--- src/rtl/scom_bridge.sv ---
module scom_bridge #(
  parameter int          WIN_AW  = 35,
  parameter logic [63:0] CHIP_ID = 64'h0220_D049_0000_0000
) (
  input  logic              clk,
  input  logic              rst_n,
  input  logic              gen_new,
  input  logic              mmio_valid,
  input  logic              mmio_write,
  input  logic [63:0]       mmio_addr,
  input  logic [63:0]       mmio_wdata,
  output logic              mmio_ready,
  output logic [63:0]       mmio_rdata,
  output logic              scom_req,
  output logic              scom_we,
  output logic [WIN_AW-1:0] scom_addr,
  output logic [63:0]       scom_wdata,
  input  logic              scom_ack,
  input  logic              scom_err,
  input  logic [63:0]       scom_rdata,
  input  logic              status_clr,
  output logic              status_done,
  output logic              status_fail
);
  localparam int PA_W = WIN_AW - 3;

  typedef enum logic [1:0] {S_IDLE, S_BUS, S_RESP} state_t;

  function automatic logic rd_local(input logic [31:0] p);
    case (p)
      32'h000F000F, 32'h00018002, 32'h01010C00, 32'h01010C03,
      32'h01020013, 32'h01020014, 32'h000F0033, 32'h000F0034,
      32'h00090012, 32'h00090013, 32'h00090018,
      32'h02020007, 32'h02020009, 32'h0202000F,
      32'h02013F00, 32'h02013F01, 32'h02013F02, 32'h02013F03,
      32'h02013F04, 32'h02013F05, 32'h02013F06, 32'h02013F07,
      32'h02013028, 32'h0201302A, 32'h02013801, 32'h02013802: return 1'b1;
      default: return 1'b0;
    endcase
  endfunction

  function automatic logic wr_drop(input logic [31:0] p);
    case (p)
      32'h000F000F, 32'h01010C00, 32'h01010C01, 32'h01010C02,
      32'h01010C03, 32'h01010C04, 32'h01010C05,
      32'h01020013, 32'h01020014, 32'h000F0033, 32'h000F0034,
      32'h00090012, 32'h00090013, 32'h00090018,
      32'h02020007, 32'h02020009, 32'h0202000F,
      32'h02013028, 32'h0201302A, 32'h02013801, 32'h02013802: return 1'b1;
      default: return 1'b0;
    endcase
  endfunction

  function automatic logic [63:0] swap8(input logic [63:0] d);
    for (int i = 0; i < 8; i++) swap8[8*i +: 8] = d[8*(7-i) +: 8];
  endfunction

  state_t            st;
  logic              op_we, fail_q;
  logic [PA_W-1:0]   op_pa;
  logic [63:0]       op_wdata, rdata_q;

  wire [WIN_AW-1:0] win    = mmio_addr[WIN_AW-1:0];
  wire [PA_W-1:0]   pa_new = win[WIN_AW-1:3];
  wire [PA_W-1:0]   pa_old = {1'b0, win[WIN_AW-1:8], win[6:3]};
  wire [PA_W-1:0]   pa     = gen_new ? pa_new : pa_old;
  wire [31:0]       pa32   = 32'(pa);
  wire              local_hit = mmio_write ? wr_drop(pa32) : rd_local(pa32);

  always_ff @(posedge clk) begin
    if (!rst_n) begin
      st       <= S_IDLE;
      op_we    <= 1'b0;
      op_pa    <= '0;
      op_wdata <= '0;
      rdata_q  <= '0;
      fail_q   <= 1'b0;
    end else begin
      case (st)
        S_IDLE: if (mmio_valid) begin
          op_we    <= mmio_write;
          op_pa    <= pa;
          op_wdata <= mmio_wdata;
          fail_q   <= 1'b0;
          rdata_q  <= (!mmio_write && pa32 == 32'h000F000F) ? CHIP_ID : 64'd0;
          st       <= local_hit ? S_RESP : S_BUS;
        end
        S_BUS: if (scom_ack) begin
          rdata_q <= scom_err ? 64'd0 : scom_rdata;
          fail_q  <= scom_err;
          st      <= S_RESP;
        end
        default: st <= S_IDLE;
      endcase
    end
  end

  always_ff @(posedge clk) begin
    if (!rst_n) begin
      status_done <= 1'b0;
      status_fail <= 1'b0;
    end else if (st == S_RESP) begin
      status_done <= 1'b1;
      status_fail <= (status_fail & ~status_clr) | fail_q;
    end else if (status_clr) begin
      status_done <= 1'b0;
      status_fail <= 1'b0;
    end
  end

  assign mmio_ready = (st == S_RESP);
  assign mmio_rdata = swap8(rdata_q);
  assign scom_req   = (st == S_BUS);
  assign scom_we    = op_we;
  assign scom_addr  = {op_pa, 3'b000};
  assign scom_wdata = swap8(op_wdata);

  assert_fail_has_done_R9: assert property (@(posedge clk) disable iff (!rst_n)
    status_fail |-> status_done);
  assert_req_held_R12: assert property (@(posedge clk) disable iff (!rst_n)
    scom_req && !scom_ack |=> scom_req && $stable(scom_addr) && $stable(scom_wdata) && $stable(scom_we));
  assert_no_ready_on_bus_R12: assert property (@(posedge clk) disable iff (!rst_n)
    scom_req |-> !mmio_ready);
  assert_ready_single_R12: assert property (@(posedge clk) disable iff (!rst_n)
    mmio_ready |=> !mmio_ready);
  assert_done_after_end_R10: assert property (@(posedge clk) disable iff (!rst_n)
    mmio_ready |=> status_done);
  assert_clear_R11: assert property (@(posedge clk) disable iff (!rst_n)
    status_clr && !mmio_ready |=> !status_done && !status_fail);
endmodule

--- config.mk ---
export PLATFORM = sky130hd
export DESIGN_NAME = scom_bridge
export DESIGN_NICKNAME = d
export VERILOG_FILES = /design/src/rtl/scom_bridge.sv
export SDC_FILE = /design/constraint.sdc
export NUM_CORES = 1
export LEC_CHECK = 0
export BUFFER_PORTS_ARGS = -buffer_cell sky130_fd_sc_hd__buf_2
export CAP_MARGIN = 20
export CORE_UTILIZATION = 30
export CTS_BUF_LIST = sky130_fd_sc_hd__clkbuf_4 sky130_fd_sc_hd__clkbuf_8
export DETAILED_ROUTE_END_ITERATION = 12
export GPL_ROUTABILITY_DRIVEN = 1
export GPL_TIMING_DRIVEN = 0
export RECOVER_POWER = 100
export SYNTH_ARGS = -nofsm -noshare
export SYNTH_HDL_FRONTEND = slang
export SYNTH_SLANG_ARGS = --single-unit
--- constraint.sdc ---
create_clock -name clk -period 4.15 [get_ports clk]
set_clock_uncertainty 0.2 [all_clocks]
set_input_delay 0.2075 -clock clk [delete_from_list [all_inputs] [get_ports clk]]
set_output_delay 0.2075 -clock clk [all_outputs]
set_load 0.03 [all_outputs]
### Word-level counts from Yosys, hierarchy flattened

Cells that the tools add are included.

* eq/ne operators: 34
* mux-type cells: 19
* bitwise gates (word level): 3
* reduce and logical (&&, ||, !) cells: 10

Operators with widths (count)
* $eq 32x26->1 const B: 15
* $eq 32x25->1 const B: 8
* $eq 32x20->1 const B: 6
* $mux 64: 3
* $pmux 64 s2: 1
* $mux 58: 1
* $eq 32x17->1 const B: 1
* $mux 32: 1
* $reduce_or 26->1: 1
* $reduce_or 21->1: 1
* $mux 1: 8
* $mux 2: 3
* $pmux 2 s2: 1
* $reduce_and 2->1: 2
* $reduce_bool 2->1: 2
* $reduce_and 3->1: 1
* $eq 2x1->1 const B: 1
* $eq 2x2->1 const B: 1
* $logic_not 2->1: 1
* $ne 2x1->1 const B: 1
* $ne 2x2->1 const B: 1
* $pmux 1 s2: 1
* $and 1x1->1: 1
* $logic_and 1x1->1: 1
* other kinds (3): 3

* word-level logic and storage cells: 74
* output and inout bits: 168
* bits in registers: 166
* bits of input ports: 200

### Longest topological paths before layout

Gate-level depths: netlist of run 1.

* depth after elaboration: 8
* gate-level depth with buffers: 10
* gate-level depth less buffers: 6

### Worst setup path after synthesis of run 1

Ideal clock, no wire load.

* kind: input to register
* from: in gen_new
* to: reg st[1]
* buffers on the path: 1
* library setup time: 0.060 ns
* stages on the path: 7
* arrival: 1.923 ns
* required time: 3.890 ns
* path slack: 1.968 ns
* path through: buf_6 -> or3b_1 -> a211o_1 -> nand4bb_4 -> o41a_1 -> o221ai_2 -> o311a_1

* word-level cells in the longest chain between the ends: 8
* elaborated cells between the ends (all ways): 39
* classes of those cells: 30 x eq/ne; 7 x mux; 2 x reduce/logical

RTL lines
* start, declared: RTL line 7 `input logic gen_new,`
* $mux 32 *: RTL line 66 `wire [PA_W-1:0] pa = gen_new ? pa_new : pa_old;`
* $eq 32x20->1, or another cell as far along: RTL line 30, 43
* $reduce_or 26->1 / $reduce_or 21->1 (equally long branches): RTL line 30, 43
* $mux 1, on equally long branches: RTL line 30, 43
* $mux 1 *: RTL line 68 `wire local_hit = mmio_write ? wr_drop(pa32) : rd_local(pa32);`
* $mux 2 *: RTL line 86 `st <= local_hit ? S_RESP : S_BUS;`
* $mux 2 *: RTL line 80 `S_IDLE: if (mmio_valid) begin`
* $pmux 2 s2 *: RTL line 79 `case (st)`
* end signal, assigned: RTL line 86
* end, declared: RTL line 58 `state_t st;`

Every way passes the cells marked *; elsewhere a longest branch is shown, timed or not. The select of a mux whose other input is x is not followed.
A chain may end at the register's enable or synchronous reset.

### Worst setup path after layout of run 1

* from: in gen_new
* to: reg op_pa[27]

* word-level cells in the longest chain between the ends: 1

RTL lines
* $mux 32: RTL line 66
* end signal, assigned: RTL line 82 `op_pa <= pa;`
* end, declared: RTL line 60 `logic [PA_W-1:0] op_pa;`

No other way between the ends.

==> impl_metrics.csv, run 1 <==
group,metric,value,unit
run_status,outcome,"complete, no violations",
sta,tightest_slew,0.970,ns
routing,drtIter0Drc,307,
setup_path,worstReg2RegStart,"st[0]$_SDFFE_PN0P_",
cts,cts_buffer_depth,2,
setup_path,reg2regPathDepth,7,
cts,ctsResizeCount,0,
die,fp.dieW,152,µm
global_route,grt_pass1_vias,7555,
logic_synthesis,yosysTopAreaCellShare,49.5,%
global_route,gr-total-overflow,0,
sta,finalHoldViolCount,0,
logic_synthesis,seq_area_frac_synth,49.5,%
layout,layout_common_cells,"233 x clkbuf_1, 219 x nand2_1, 174 x dlygate4sd3_1",
cts,holdBufCountCts,174,
logic_synthesis,synth_cell_types,52,
logic_synthesis,ys_seq_elements,166,
power_and_ir_drop,power,0.00378,W
sta,fin_ws,0.744,ns
cts,clk_latency,0.44,ns
logic_synthesis,ys.flop_type,"dfxtp_1",
routing,antenna_left,0,
cts,numCtsBuffers,17,
setup_path,path_class,"primary input to register",
routing,vias_per_cell,4.79,
power_and_ir_drop,powerDensity,356,nW/µm²
global_route,grt_max_degree,17,
sta,fin_crit_sh,82.1,%
worst_hold_path,hold_class,"primary input to register",
sta,setup_viol,0,
global_route,grt_busiest_layer,"met2",
die,rows,54,
cts,cts_tree,"built",
setup_path,worst_setup_path_end_kind,"register",
die,initial_core_util,30.6,%
global_route,use_met2,39.4,%
placement,gp_congestion,0.836,
cts,clk_pin_slew,0.10,ns
logic_synthesis,synth_async_sr_flop_share,0,%
setup_path,cp_data_required_time,4.29,ns
sta,timing.fmax,294,MHz
routing,wl,26500,µm
worst_hold_path,holdPathEnd,"op_pa[5]$_SDFFE_PN0P_",
cts,clkSinkCount,166,
cts,cts_setup_buffers,0,
placement,dp_hpwl,18300,µm
setup_path,crit_path_start_kind,"primary input",
global_route,met1_usage,25.0,%
global_route,antenna_found_initial,1,
logic_synthesis,yosys_warnings,0,
layout,final_nets,1562,
logic_synthesis,synth_top_area_cell,"dfxtp_1",
placement,dp_cells,1449,
die,ioPinCount,368,
die,fp.dieH,152,µm
setup_path,arrival,3.55,ns
cts,cts-root-buf,"clkbuf_8",
sta,slew_viol_final,0,
sta,maxSlewHeadroom,35.0,%
setup_path,path_max_fanout,10,
routing,firstDrtPassIters,5,
logic_synthesis,synth_cells,839,
placement,port_buffers,328,
worst_hold_path,min_from,"mmio_addr[9]",
setup_path,startpoint,"gen_new",
power_and_ir_drop,power.leakage,4.07,nW
layout,final_common_cell,"clkbuf_1",
routing,wire_per_inst,16.0,µm
cts,htreeDepth,4,
routing,drc,0,
routing,vias,7936,
power_and_ir_drop,irDropWorstVdd,0.174,mV
flow_run,drv_cap,0,
logic_synthesis,netlist_area,6710,µm²
die,die-area,23000,µm²
worst_hold_path,min_path_cells,3,
global_route,grt_pass1_wl,39100,µm
sta,final.setup.tns,0,ns
sta,rsz0062_at_grt,"no",
setup_path,reg2reg_slack,1.47,ns
sta,period_minus_slack,3.41,ns
logic_synthesis,synth_area_leaders,"dfxtp_1 50%, nand2_1 12%, a21oi_1 11%",
setup_path,r2r-end,"rdata_q[55]$_SDFFE_PN0P_",
global_route,grt_use_met3,6.08,%
layout,drive_gt1_share,15.2,%
logic_synthesis,synth-edff-count,0,
placement,post-place-ws,1.44,ns
logic_synthesis,postSynthAreaPerCell,7.99,µm²
global_route,grtUsageTotal,22.0,%
layout,area_growth_syn_to_layout,58.4,%
die,core-area,21900,µm²
layout,final_cells,1656,
==> layer usage <==
layer | share of wire (%) | up-vias
li1 | - | 3930
met3 | 7.0 | 39
met5 | 0 | -
met4 | 1.9 | 0
met2 | 50 | 305
met1 | 41 | 3662
==> worst max path at each step <==
stage | endpoint | cells past startpoint | slack [ns]
2_1_floorplan | st[1]$_SDFFE_PN0P_ | 7 | 1.97
3_3_place_gp | rdata_q[54]$_SDFFE_PN0P_ | 7 | 1.49
3_5_place_dp | rdata_q[56]$_SDFFE_PN0P_ | 7 | 1.44
4_1_cts | op_pa[18]$_SDFFE_PN0P_ | 9 | 1.37
5_1_grt | op_pa[27]$_SDFFE_PN0P_ | 9 | 0.64
6_report | op_pa[27]$_SDFFE_PN0P_ | 9 | 0.74
==> cell families (layout without fill, tap and decap cells) <==
family	Yosys count	in the layout	synth area share, %
AOI/OAI and AO/OA	198	198	17.0
xor gates and xnor gates	1	1	0.131
and+or+nand+nor	377	377	25.5
other	1	4	0.0559
DFF	166	166	49.5
muxes	21	21	3.19
buffers and inverters	75	609	4.55
==> cells in the mapped netlist, types with 2 or more instances <==
master,instances
nand2b_1,12
a211oi_1,19
nor2b_1,5
nor4_1,5
or4_1,2
a21oi_1,141
nand4b_1,2
buf_1,2
nand3_1,63
nand3b_1,8
buf_4,3
nand2_1,219
mux2_2,3
nor4bb_1,2
a311oi_1,9
o21ai_0,10
mux2i_1,18
clkbuf_1,63
dfxtp_1,166
nand4_1,3
buf_2,4
or3b_2,4
nor2_1,34
nor3_1,6
nor4b_1,3
inv_1,2
a211o_1,2
or3_1,2
o22ai_1,4
==> area by class of cell <==
| class | instances | area [µm²] |
|---|---|---|
| fill | 2216 | 11300 |
| sequential | 166 | 3320 |
| timing repair buffer | 502 | 3180 |
| multi-input combinational | 600 | 3080 |
| tap | 280 | 350 |
| buffer | 73 | 294 |
| clock buffer | 19 | 249 |
| clock inverter | 13 | 143 |
| inverter | 2 | 7.51 |
| antenna | 1 | 2.50 |
==> worst max-delay path: stages <==
cell	delay (ns)
dlygate4sd3_1	0.55
buf_6	0.14
buf_2	0.24
clkbuf_1	0.37
clkbuf_1	0.35
clkbuf_1	0.58
mux2i_1	0.18
dlygate4sd3_1	0.60
a211oi_1	0.32
==> registers in the layout, indices dropped and copies added, names as in the netlist <==
signal / cells
scom_we: 1
rdata_q: 64
st: 2
status_done: 1
op_pa: 32
op_wdata: 64
status_fail: 1
fail_q: 1
==> power breakdown <==
part           switching, W  internal, W  total [W]
clock network      0.000666     0.000509    0.00118
registers         0.0000478      0.00168    0.00173
logic              0.000562     0.000316   0.000878
==> per-stage QoR <==
stage	hold WS (ns)	area (µm²)	utilization, %
after floorplan	0.144	6720	-
after global placement	0.235	8710	39.8
after detailed placement	0.240	8710	39.8
after CTS	0.0217	10800	49.5
after global routing	0.0635	10600	48.5
final	0.0605	10600	48.5
Power figures use the tool's default switching activity.
==> inputs of run 2 (changes only) <==
==> constraint.sdc (replaced) <==
create_clock -name clk -period 3.2 [get_ports clk]
set_clock_uncertainty 0.2 [all_clocks]
set_input_delay 0.16 -clock clk [delete_from_list [all_inputs] [get_ports clk]]
set_output_delay 0.16 -clock clk [all_outputs]
set_load 0.03 [all_outputs]
==> impl_metrics.csv, run 2 (synthesis results as in run 1) <==
group,metric,value,unit
run_status,outcome,"complete, no violations",
placement,placed_area,8710,µm²
setup_path,cpMaxStageDelayCell,"dlygate4sd3_1",
die,initial_core_util,30.6,%
global_route,grt_pass1_wl,39100,µm
cts,numCtsBuffers,17,
sta,tightest_slew,0.970,ns
cts,clk_pin_slew,0.10,ns
setup_path,crit_buf_inv,7,
power_and_ir_drop,pwr-share-comb,23.2,%
cts,cts-root-buf,"clkbuf_8",
cts,clk_latency,0.44,ns
power_and_ir_drop,irDropWorstVdd,0.225,mV
sta,period_minus_slack,2.91,ns
setup_path,path_delay_family,"buffers and inverters",
cts,cts_tree,"built",
global_route,grt_max_degree,17,
setup_path,arrival,3.05,ns
layout,reg_top3,"op_wdata: 64 flops, rdata_q: 64 flops, op_pa: 32 flops",
die,ioPinCount,368,
setup_path,path_max_fanout,10,
power_and_ir_drop,powerDensity,462,nW/µm²
layout,fillers,2214,
sta,worst_hold_slack,0.0505,ns
routing,antenna_left,0,
setup_path,path_cells,"dlygate4sd3_1 -> buf_6 -> buf_2 -> buf_2 -> clkbuf_1 -> buf_2 -> mux2i_1 -> dlygate4sd3_1 -> a211oi_1",
cts,htreeDepth,4,
cts,clkSinkCount,166,
setup_path,startpoint,"gen_new",
layout,drive_gt1_share,15.3,%
power_and_ir_drop,swShare,33.7,%
cts,cts_buffer_depth,2,
routing,wl,26600,µm
die,core-area,21900,µm²
global_route,grt_pass1_vias,7551,
worst_hold_path,min_from,"mmio_addr[13]",
placement,port_buffers,328,
global_route,grtUsageTotal,22.0,%
die,die-area,23000,µm²
placement,dp_hpwl,18300,µm
worst_hold_path,hold_class,"primary input to register",
setup_path,path_class,"primary input to register",
sta,setup_viol,0,
sta,fin_ws,0.288,ns
layout,ff_latch_area,3320,µm²
routing,drc,0,
cts,cts_setup_buffers,0,
sta,final.setup.tns,0,ns
global_route,antenna_found_initial,1,
power_and_ir_drop,p_seq_share,45.7,%
setup_path,worstReg2RegStart,"st[0]$_SDFFE_PN0P_",
setup_path,crit_path_start_kind,"primary input",
cts,holdBufCountCts,175,
placement,gp_congestion,0.836,
layout,multi_input_area,3080,µm²
sta,rsz0062_at_grt,"no",
die,fp.dieW,152,µm
setup_path,crit_path_frequent_cell,"buf_2",
layout,area_growth_syn_to_layout,58.6,%
placement,post-place-ws,0.493,ns
sta,finalHoldViolCount,0,
power_and_ir_drop,p_clk_share,31.1,%
die,rows,54,
setup_path,crit_path_max_incr_delay,0.57,ns
routing,vias,7970,
sta,timing.fmax,343,MHz
setup_path,cp_data_required_time,3.34,ns
flow_run,drv_cap,0,
power_and_ir_drop,p_sw,0.00166,W
setup_path,worst_setup_path_end_kind,"register",
cts,ctsResizeCount,0,
layout,design_area,10600,µm²
routing,wire_per_inst,16.0,µm
die,fp.dieH,152,µm
power_and_ir_drop,power.leakage,4.08,nW
power_and_ir_drop,p_int,0.00325,W
routing,vias_per_cell,4.81,
routing,firstDrtPassIters,5,
sta,fin_crit_sh,91.0,%
layout,final_common_cell,"clkbuf_1",
layout,final_nets,1563,
power_and_ir_drop,power,0.00491,W
global_route,gr-total-overflow,0,
sta,maxSlewHeadroom,35.1,%
layout,layout_common_cells,"232 x clkbuf_1, 219 x nand2_1, 175 x dlygate4sd3_1",
routing,drtIter0Drc,348,
sta,slew_viol_final,0,
-- run 2: worst register-to-register path: stages, from the launching register on --
cell	delay, ns
dfxtp_1	0.34
nor2_1	0.11
nand2_1	0.36
nand2_1	0.26
clkbuf_1	0.47
clkbuf_1	0.50
nand3_1	0.19
a21oi_1	0.17
-- run 2: area by class of cell --
| cell class | count | area share (%) |
|---|---|---|
| Buffer | 73 | 2.80 |
| Timing Repair Buffer | 503 | 29.9 |
| Sequential cell | 166 | 31.2 |
| Inverter | 2 | 0.0706 |
| Antenna cell | 1 | 0.0235 |
| Clock inverter | 13 | 1.34 |
| Multi-Input combinational cell | 600 | 29.0 |
| Clock buffer | 19 | 2.34 |
| Tap cell | 280 | 3.29 |
-- run 2: metrics by stage --
step / cells / utilization, %
floorplan: 841 / -
global placement: 1449 / 39.8
detailed placement: 1449 / 39.8
CTS: 1656 / 49.6
global route: 1656 / 48.6
finish: 1657 / 48.6
-- run 2: worst paths after layout --
check / endpoint / slack, ns / depth (start not counted)
worst min register to register: rdata_q[58]$_SDFFE_PN0P_ / 0.26 / 2
worst max register to register: rdata_q[55]$_SDFFE_PN0P_ / 0.54 / 7
worst min-delay path: op_pa[9]$_SDFFE_PN0P_ / 0.05 / 4
worst max-delay path: op_pa[27]$_SDFFE_PN0P_ / 0.29 / 9
-- run 2: layer usage --
layer / part of all wire [%] / GRT usage [%] / up-vias
li1: - / - / 3928
met3: 6.9 / 6.08 / 44
met2: 50 / 39.3 / 311
met4: 2.1 / 7.48 / 0
met1: 41 / 25.1 / 3687
met5: 0 / 0 / -
-- run 2: power by group through the flow --
stage	sequential, W	combinational [W]	clock (W)
floorplan	0.00252	0.000368	0
global placement	0.00229	0.000983	0
detailed placement	0.00229	0.000988	0
CTS	0.00224	0.00117	0.00158
global route	0.00226	0.00123	0.00167
finish	0.00225	0.00114	0.00153
